File: src/rtl/rxq_steer_pkg.sv
package rxq_steer_pkg;

  localparam int RXQ_CPU_W = 5;

  typedef struct packed {
    logic                 q;
    logic [RXQ_CPU_W-1:0] cpu;
  } rdt_entry_t;

  localparam int RXQ_ENT_W = $bits(rdt_entry_t);

  // classification needs checksum offload off and a nonzero mode
  function automatic logic mq_enabled(input logic csum_off, input logic [1:0] mode);
    return csum_off & (|mode);
  endfunction

endpackage

File: src/rtl/rxq_steer_gate.sv
module rxq_steer_gate
  import rxq_steer_pkg::*;
(
  input  logic       cfg_csum_off,
  input  logic [1:0] cfg_mq_mode,
  input  logic       in_valid,
  input  logic       in_decodable,
  output logic       act_o,
  output logic       steer_o
);

  assign act_o   = mq_enabled(cfg_csum_off, cfg_mq_mode);
  assign steer_o = in_valid & act_o & in_decodable;

endmodule

File: src/rtl/rxq_steer_table.sv
module rxq_steer_table
  import rxq_steer_pkg::*;
#(
  parameter int IDX_W = 7
) (
  input  logic             clk,
  input  logic             rst_n,
  input  logic             wr_en,
  input  logic [IDX_W-1:0] wr_addr,
  input  rdt_entry_t       wr_data,
  input  logic [IDX_W-1:0] rd_idx,
  output rdt_entry_t       rd_data
);

  localparam int DEPTH = 1 << IDX_W;

  rdt_entry_t slot_w [DEPTH];

  for (genvar g = 0; g < DEPTH; g++) begin : g_slot
    logic       hit_w;
    rdt_entry_t q_r;
    assign hit_w = wr_en && (wr_addr == IDX_W'(g));
    always_ff @(posedge clk or negedge rst_n) begin
      if (!rst_n)     q_r <= '0;
      else if (hit_w) q_r <= wr_data;
    end
    assign slot_w[g] = q_r;
  end

  assign rd_data = slot_w[rd_idx];

  assert_write_lands_R8: assert property (@(posedge clk) disable iff (!rst_n)
    wr_en |=> slot_w[$past(wr_addr)] == $past(wr_data));

endmodule

File: src/rtl/rxq_steer_outreg.sv
module rxq_steer_outreg
  import rxq_steer_pkg::*;
#(
  parameter int HASH_W = 32,
  parameter int TYPE_W = 4
) (
  input  logic                 clk,
  input  logic                 rst_n,
  input  logic                 in_valid,
  input  logic                 steer,
  input  logic [HASH_W-1:0]    hash,
  input  logic [TYPE_W-1:0]    htype,
  input  rdt_entry_t           entry,
  output logic                 out_valid,
  output logic                 out_queue,
  output logic [RXQ_CPU_W-1:0] out_cpu,
  output logic [HASH_W-1:0]    out_tag,
  output logic [TYPE_W-1:0]    out_htype
);

  always_ff @(posedge clk or negedge rst_n) begin
    if (!rst_n) begin
      out_valid <= 1'b0;
      out_queue <= 1'b0;
      out_cpu   <= '0;
      out_tag   <= '0;
      out_htype <= '0;
    end else begin
      out_valid <= in_valid;
      if (steer) begin
        out_queue <= entry.q;
        out_cpu   <= entry.cpu;
        out_tag   <= hash;
        out_htype <= htype;
      end else begin
        out_queue <= 1'b0;
        out_cpu   <= '0;
        out_tag   <= '0;
        out_htype <= '0;
      end
    end
  end

endmodule

File: src/rtl/rxq_steer.sv
module rxq_steer
  import rxq_steer_pkg::*;
#(
  parameter int HASH_W = 32,
  parameter int IDX_W  = 7,
  parameter int TYPE_W = 4,
  localparam int STAT_W = TYPE_W + 1 + RXQ_CPU_W
) (
  input  logic                 clk,
  input  logic                 rst_n,
  input  logic                 cfg_csum_off,
  input  logic [1:0]           cfg_mq_mode,
  input  logic                 tbl_wr_en,
  input  logic [IDX_W-1:0]     tbl_wr_addr,
  input  logic [RXQ_ENT_W-1:0] tbl_wr_data,
  input  logic                 in_valid,
  input  logic [HASH_W-1:0]    in_hash,
  input  logic [TYPE_W-1:0]    in_htype,
  input  logic                 in_decodable,
  output logic                 out_valid,
  output logic                 out_queue,
  output logic [RXQ_CPU_W-1:0] out_cpu,
  output logic [HASH_W-1:0]    out_tag,
  output logic [TYPE_W-1:0]    out_htype,
  output logic [STAT_W-1:0]    out_status
);

  logic       act_w;
  logic       steer_w;
  rdt_entry_t entry_w;

  rxq_steer_gate u_gate (
    .cfg_csum_off (cfg_csum_off),
    .cfg_mq_mode  (cfg_mq_mode),
    .in_valid     (in_valid),
    .in_decodable (in_decodable),
    .act_o        (act_w),
    .steer_o      (steer_w)
  );

  rxq_steer_table #(.IDX_W(IDX_W)) u_table (
    .clk     (clk),
    .rst_n   (rst_n),
    .wr_en   (tbl_wr_en),
    .wr_addr (tbl_wr_addr),
    .wr_data (rdt_entry_t'(tbl_wr_data)),
    .rd_idx  (in_hash[IDX_W-1:0]),
    .rd_data (entry_w)
  );

  rxq_steer_outreg #(.HASH_W(HASH_W), .TYPE_W(TYPE_W)) u_out (
    .clk       (clk),
    .rst_n     (rst_n),
    .in_valid  (in_valid),
    .steer     (steer_w),
    .hash      (in_hash),
    .htype     (in_htype),
    .entry     (entry_w),
    .out_valid (out_valid),
    .out_queue (out_queue),
    .out_cpu   (out_cpu),
    .out_tag   (out_tag),
    .out_htype (out_htype)
  );

  assign out_status = {out_htype, out_queue, out_cpu};

  assert_valid_delay_R7: assert property (@(posedge clk) disable iff (!rst_n)
    in_valid |=> out_valid);

  assert_idle_delay_R7: assert property (@(posedge clk) disable iff (!rst_n)
    !in_valid |=> !out_valid);

  assert_inactive_zero_R2: assert property (@(posedge clk) disable iff (!rst_n)
    (in_valid && !act_w) |=>
      (out_queue == 1'b0 && out_tag == '0 && out_cpu == '0 && out_htype == '0));

  assert_undecodable_zero_R3: assert property (@(posedge clk) disable iff (!rst_n)
    (in_valid && act_w && !in_decodable) |=>
      (out_queue == 1'b0 && out_tag == '0 && out_cpu == '0 && out_htype == '0));

  assert_tag_pass_R5: assert property (@(posedge clk) disable iff (!rst_n)
    steer_w |=> out_tag == $past(in_hash));

  assert_type_pass_R6: assert property (@(posedge clk) disable iff (!rst_n)
    steer_w |=> out_htype == $past(in_htype));

  assert_quiet_outputs_R10: assert property (@(posedge clk) disable iff (!rst_n)
    !out_valid |-> (out_queue == 1'b0 && out_tag == '0 && out_cpu == '0 && out_htype == '0));

endmodule

File: config.mk
export PLATFORM = sky130hd
export DESIGN_NAME = rxq_steer
export DESIGN_NICKNAME = d
export VERILOG_FILES = /design/src/rtl/rxq_steer_pkg.sv /design/src/rtl/rxq_steer_gate.sv /design/src/rtl/rxq_steer_table.sv /design/src/rtl/rxq_steer_outreg.sv /design/src/rtl/rxq_steer.sv
export SDC_FILE = /design/constraint.sdc
export NUM_CORES = 1
export LEC_CHECK = 0
export ABC_AREA = 1
export BUFFER_PORTS_ARGS = -buffer_cell sky130_fd_sc_hd__buf_2
export CAP_MARGIN = 5
export CORE_MARGIN = 10
export CORE_UTILIZATION = 38
export DETAILED_ROUTE_END_ITERATION = 8
export PLACE_DENSITY = 0.64
export SLEW_MARGIN = 30
export SYNTH_ARGS = -nofsm -noshare
export SYNTH_HDL_FRONTEND = slang
export SYNTH_HIERARCHICAL = 1
export SYNTH_SLANG_ARGS = --single-unit
export TNS_END_PERCENT = 5
File: constraint.sdc
create_clock -name clk -period 1.6 [get_ports clk]
set_input_delay 0.32 -clock clk [delete_from_list [all_inputs] [get_ports clk]]
set_output_delay 0.32 -clock clk [all_outputs]
set_load 0.01 [all_outputs]
==> metrics.md, run 1 <==
| Metric | Value |
|---|---|
| Run status | complete, but fails checks |
| Violations in the final reports | setup timing |
| Worst endpoint required time | between 1 and 1.5 ns |
| Initial antenna violation count | 0 |
| Antenna Nets Post-Route | 0 |
| MaxCap Viol Count | 0 |
| Cell area after synthesis | between 30,000 and 40,000 µm² |
| Input/output buffers | between 100 and 150 |
| Average footprint of a synthesized cell | around 8 µm² |
| Source of the worst hold timing path | tbl_wr_data[4] |
| Core area | 96,700 µm² |
| Number of cell rows | 114 |
| Final period utilization | 1.02 |
| HP Class | primary input to flop |
| Bufs on Longest Clock Path | 3 |
| Layout Cells excl Fill | 6,121 |
| Via count of the first global-routing pass | just over 30,000 |
| Count of warnings emitted by yosys | 6 |
| First DRT Iteration DRCs | roughly 3,400 |
| Average routed wire per standard cell | 19.1 µm |
| Number of nets produced by synthesis | ~4,700 |
| Clock Skew | approximately 0.04 ns |
| Number of cells traversed by the worst hold path | 3 |
| Setup slack, reg-to-reg | 0.07 ns |
| Final setup slack of the worst path | -0.0294 ns |
| Pin count of the biggest net entering global routing | between 70 and 80 |
| Insertion delay to the later sink of the worst-skew pair | between 0.6 and 0.7 ns |
| Cell Count Post-Placement | a little under 6,000 |
| Type of element launching the critical path | flop |
| Count of boundary I/O pins | 110 |
| Slowest stage cell on the critical path | sky130_fd_sc_hd__dfrtp_2 |
| Initial standard-cell utilization of the core | 0.383 |
| Highest attainable clock frequency | a little over 600 MHz |
| Number of cells traversed by the worst register-to-register path | 12 |
| Capturing element type of the critical path | primary output |
| Routability cong. | roughly 0.89 |
| Count of final hold-check violations | 0 |
| Dominant delay contributor by cell family on the critical path | flip-flops |
| Drc violations | 0 |
| Peak supply drop | approximately 0.00080 V |
| Height of the die | around 330 µm |
| Critical path cell sequence | buf_6 |
| H-tree depth | 3 |
| Power Density | approximately 1100 nW/µm² |
| Number of detailed-route iterations in the first pass | 6 |
| CP bufs+invs | 1 |
| Detailed Route WL | between 100,000 and 150,000 µm |
| Static leakage | 20.8 nW |
| Minimum period implied by the final worst setup slack | 1.63 ns |
| Cell at the root of the clock tree | sky130_fd_sc_hd__clkbuf_16 |
| Final nets | 4,834 |
| CTS tree | built |
| Critical register-to-register path endpoint | u_out/out_queue |
| Cell count after synthesis | ~4,600 |
| Clock Pin Slew Worst Setup and Hold Paths | ~0.06 ns |
| Top library cells by usage in the layout, fill and taps aside | 1,777 x sky130_fd_sc_hd__nand2_1, 805 x sky130_fd_sc_hd__dfrtp_1, 691 x sky130_fd_sc_hd__nand3_1 |
| Number of max-slew violations in the final report | 0 |
| Antenna cells | 0 |
| GR Overflow Total | 0 |
| Final HPWL from detailed placement | 76,800 µm |
| Worst relative slew slack | 0.543 |
| Num CTS Buffers | slightly below 90 |
| Area added between synthesis and finish | 20.5% |
| Worst setup path category | flop to primary output |
| Sink Count | between 800 and 900 |
| First element of the critical path | u_out/out_cpu[4] |
| Proportion of layout cells with a drive suffix above 1 | 0.127 |
| Final setup fails | 10 |
| Crit-path max cell delay | between 0.4 and 0.5 ns |
| Die Area | about 110,000 µm² |
| Worst hold path endpoint | u_table/g_slot[68].q_r[4] |
| Unrepaired setup endpoints after global routing | yes |
| Global Route Usage Sum | 0.206 |
| Start of the worst register-to-register path | u_table/g_slot[71].q_r[5] |
| Commonest non-fill, non-tap cell in the layout | sky130_fd_sc_hd__nand2_1 |
| Chip width | 332 µm |
| Global-route wire length before repair | between 150,000 and 200,000 µm |
| Count of vias placed by the detailed router | 32,400 |
| Pin slew with the least headroom to its limit | between 0.6 and 0.7 ns |
| Final Hold Slack | 0.0454 ns |
| Arrival time of data at the critical path endpoint | 1.31 ns |
| Crit-path max FO | 2 |
| Mean number of vias per cell | 5.30 |
[repair_timing]
item	CTS	global route
setup endpoints to repair	12	18
setup buffers	0	0
resized for setup	16	21
hold buffers	37	0
hold endpoints to repair	624	0
[layer usage]
metal | track usage | vias up | wire length, µm
met3 | 0.0317 | 241 | 7900
met5 | 0 | - | 0
met1 | 0.287 | 15600 | 51500
met4 | 0.0785 | 0 | 4480
met2 | 0.321 | 1176 | 52800
li1 | - | 15400 | -
[per-stage QoR]
| step | power, mW | setup WS (ns) | utilization | TNS [ns] | instance area, µm² |
|---|---|---|---|---|---|
| 3_3_place_gp | 28.9 | -0.481 | 0.426 | -106.37 | 41200 |
| 2_1_floorplan | 26.3 | 0.0000207 | - | 0 | 37100 |
| 5_1_grt | 51.5 | -0.0551 | 0.462 | -0.556 | 44700 |
| 3_5_place_dp | 29.0 | -0.504 | 0.426 | -119.18 | 41200 |
| 4_1_cts | 49.8 | -0.0686 | 0.461 | -0.754 | 44600 |
| 6_report | 49.5 | -0.0294 | 0.462 | -0.241 | 44700 |
[area by class of cell]
cell class,instances,area (µm²)
fillers,9397,52000
multi-input cells,3325,14700
clock inverters,26,337
repair buffers,452,4710
inverters,100,404
flip-flops and latches,811,20300
well taps,1276,1600
clock buffers,131,2590
[worst max-delay path by stage]
stage / to / cells after the start
after floorplan: u_out/out_cpu[1] / 14
after global placement: u_out/out_cpu[3] / 16
after detailed placement: u_out/out_cpu[3] / 16
after CTS: out_status[4] / 1
after global routing: out_status[1] / 1
final: out_status[4] / 1
[report_power, final]
group	internal, mW	switching, mW	total, mW
combinational	2.17	3.59	5.76
clock	12.1	8.63	20.7
sequential	22.1	0.914	23.1
[state kept, by name (all words and copies together) (netlist names)]
register	count
u_out/out_cpu	5
u_out/out_htype	4
u_out/out_queue	1
u_out/out_tag	32
u_out/out_valid	1
u_table/g_slot.q_r	768
No activity file was read; power rests on OpenSTA's default activity.
==> inputs of run 2 (changes only) <==
--- a/config.mk
+++ b/config.mk
@@ -8,6 +8,7 @@
 export ABC_AREA = 1
 export BUFFER_PORTS_ARGS = -buffer_cell sky130_fd_sc_hd__buf_2
 export CAP_MARGIN = 5
+export CORE_ASPECT_RATIO = 0.7
 export CORE_MARGIN = 10
 export CORE_UTILIZATION = 38
 export DETAILED_ROUTE_END_ITERATION = 8
@@ -15,6 +16,5 @@
 export SLEW_MARGIN = 30
 export SYNTH_ARGS = -nofsm -noshare
 export SYNTH_HDL_FRONTEND = slang
-export SYNTH_HIERARCHICAL = 1
 export SYNTH_SLANG_ARGS = --single-unit
 export TNS_END_PERCENT = 5
==> metrics.md, run 2 <==
| Metric | Value |
|---|---|
| Register with the most flip-flops | u_table.g_slot.q_r |
| Final setup fails | 12 |
| Drc violations | 0 |
| Via count of the first global-routing pass | just over 30,000 |
| Final nets | approximately 5,000 |
| Crit-path max FO | 2 |
| Number of cells traversed by the worst register-to-register path | 10 |
| Number of detailed-route iterations in the first pass | 6 |
| Cell area after synthesis | roughly 37,000 µm² |
| Global Route Usage Sum | 0.215 |
| Final HPWL from detailed placement | ~80,000 µm |
| Source of the worst hold timing path | in_hash[6] |
| Worst relative slew slack | 0.472 |
| Average footprint of a synthesized cell | roughly 7.9 µm² |
| Top post-synthesis cells by area | sky130_fd_sc_hd__dfrtp_1 55%, sky130_fd_sc_hd__nand2_1 19%, sky130_fd_sc_hd__nand3_1 8.8% |
| Static leakage | between 20 and 25 nW |
| Num CTS Buffers | 84 |
| Summed negative setup slack over all endpoints | -0.298 ns |
| Peak supply drop | 0.000687 V |
| Slowest stage cell on the critical path | sky130_fd_sc_hd__dfrtp_2 |
| Register bit count reported by yosys | 811 |
| Cell count after synthesis | about 4,700 |
| Share of Yosys cell area claimed by the top area cell type | 0.552 |
| Final setup slack of the worst path | -0.0347 ns |
| Die Area | between 100,000 and 150,000 µm² |
| MaxCap Viol Count | 0 |
| Proportion of layout cells with a drive suffix above 1 | 0.136 |
| Arrival time of data at the critical path endpoint | approximately 1.3 ns |
| Number of nets produced by synthesis | 4,711 |
| Clock Pin Slew Worst Setup and Hold Paths | about 0.07 ns |
| Sink Count | slightly above 800 |
| Number of cell rows | between 90 and 100 |
| Worst setup path category | flop to primary output |
| First DRT Iteration DRCs | 4,076 |
| Share of flip-flops with an asynchronous set or reset after synthesis | 1.00 |
| Run status | complete, but fails checks |
| Number of max-slew violations in the final report | 0 |
| Top_reg_cell synth | sky130_fd_sc_hd__dfrtp_1 |
| Count of vias placed by the detailed router | around 33,000 |
| Number of cells traversed by the worst hold path | 4 |
| Mean number of vias per cell | 5.32 |
| Standard cell area after detailed placement | 41,400 µm² |
| Core area | 95,900 µm² |
| HP Class | primary input to flop |
| Count of final hold-check violations | 0 |
| Cell at the root of the clock tree | sky130_fd_sc_hd__clkbuf_16 |
| Start of the worst register-to-register path | u_table.g_slot[89].q_r[0] |
| Final total power | ~50 mW |
| Violations in the final reports | setup timing |
| Top library cells by usage in the layout, fill and taps aside | 1,862 x sky130_fd_sc_hd__nand2_1, 805 x sky130_fd_sc_hd__dfrtp_1, 627 x sky130_fd_sc_hd__nand3_1 |
| Antenna Nets Post-Route | 0 |
| Unrepaired setup endpoints after global routing | yes |
| Count leader, synth | sky130_fd_sc_hd__nand2_1 |
| Routability cong. | 0.907 |
| Count of distinct cell types in the synthesized netlist | 22 |
| Power Density | 1120 nW/µm² |
| Yosys top cell by area | sky130_fd_sc_hd__dfrtp_1 |
| Type of element launching the critical path | flop |
| Critical path cell sequence | buf_6 |
| H-tree depth | 3 |
| Pin count of the biggest net entering global routing | 60 |
| Final period utilization | 1.02 |
| Worst endpoint required time | around 1.3 ns |
| Clock Skew | about 0.042 ns |
| Post CTS Setup Buffer Count | 0 |
| Highest attainable clock frequency | ~610 MHz |
| Cell Count Post-Placement | 5,983 |
| Layout Cell Area excl Fill | 44,900 µm² |
| Initial antenna violation count | 5 |
| Largest registers | u_table.g_slot.q_r: 768 flops, u_out.out_tag: 32 flops, u_out.out_cpu: 5 flops |
| Flip-flop count of the largest register, all copies and words added | 768 |
| Commonest non-fill, non-tap cell in the layout | sky130_fd_sc_hd__nand2_1 |
| CTS tree | built |
| Leading post-synthesis cells by instance count | 1,863 x sky130_fd_sc_hd__nand2_1, 811 x sky130_fd_sc_hd__dfrtp_1, 647 x sky130_fd_sc_hd__nand3_1, 597 x sky130_fd_sc_hd__o21ai_0, 305 x sky130_fd_sc_hd__clkbuf_1 |
| Area added between synthesis and finish | 22.1% |
| Dominant delay contributor by cell family on the critical path | flip-flops |
| Final Hold Slack | roughly 0.083 ns |
| Count of boundary I/O pins | 110 |
| Capturing element type of the critical path | primary output |
| Part of the Yosys area used for sequential elements | 0.552 |
| Minimum period implied by the final worst setup slack | around 1.6 ns |
| GR Overflow Total | 0 |
| CP bufs+invs | 1 |
| Initial standard-cell utilization of the core | 0.383 |
| Layout Cells excl Fill | 6,171 |
| Input/output buffers | approximately 110 |
| Crit-path max cell delay | approximately 0.48 ns |
| Setup slack, reg-to-reg | roughly 0.06 ns |
| Critical register-to-register path endpoint | u_out.out_cpu[0] |
| Count of warnings emitted by yosys | 0 |
| Height of the die | ~280 µm |
| Insertion delay to the later sink of the worst-skew pair | between 0.6 and 0.7 ns |
| Average routed wire per standard cell | 19.2 µm |
| Global-route wire length before repair | about 190,000 µm |
| Pre-CTS setup slack | -0.531 ns |
| Worst hold path endpoint | u_out.out_cpu[4] |
| Pin slew with the least headroom to its limit | 0.789 ns |
| EDFF count, synth | 0 |
| Chip width | 392 µm |
| Bufs on Longest Clock Path | 3 |
| Core Util, Final | 0.468 |
| Detailed Route WL | 119,000 µm |
run 2: worst register-to-register path: cells and delay by family (launching register included):
family	cells	cell delay [ns]
DFF	1	0.38
and+or+nand+nor	10	1.06
run 2: worst max path at each step:
stage / start / to / slack (ns) / depth (start not counted)
5_1_grt: u_out.out_cpu[2] / out_cpu[2] / -0.06 / 1
4_1_cts: u_out.out_cpu[4] / out_cpu[4] / -0.08 / 1
2_1_floorplan: in_hash[0] / u_out.out_cpu[2] / 0.001 / 13
6_report: u_out.out_cpu[4] / out_status[4] / -0.03 / 1
3_5_place_dp: in_hash[0] / u_out.out_queue / -0.53 / 14
3_3_place_gp: in_hash[0] / u_out.out_queue / -0.52 / 14
run 2: what timing repair did:
action / CTS / global route
setup endpoints to repair: 14 / 18
hold buffers: 36 / 0
hold endpoints to repair: 455 / 0
resized for setup: 10 / 31
run 2: where the power goes:
group / internal [mW] / switching (mW) / leakage (nW) / total (mW)
registers: 22.1 / 0.940 / 11.0 / 23.1
logic: 2.20 / 3.64 / 8.34 / 5.84
clock network: 12.6 / 8.64 / 1.45 / 21.2
total: 36.9 / 13.2 / 20.8 / 50.1
run 2: cell type report:
type	count	area (µm²)
Timing Repair Buffer	500	5010
Multi-Input combinational cell	3386	14800
Inverter	61	258
Fill cell	9225	51000
Sequential cell	811	20300
Antenna cell	2	5.00
Clock inverter	36	558
Tap cell	1261	1580
Clock buffer	114	2390
run 2: cell families after synthesis:
group,share of synthesized area
and+or+nand+nor,0.293
DFF,0.552
AOI/OAI and AO/OA,0.105
buffers and inverters,0.0493
run 2: per-layer routing:
metal / GRT usage / part of all wire / up-vias
met5: 0 / 0.00021 / -
met4: 0.0578 / 0.024 / 4
met3: 0.0665 / 0.11 / 168
met2: 0.296 / 0.41 / 1397
met1: 0.319 / 0.46 / 15700
li1: - / - / 15500
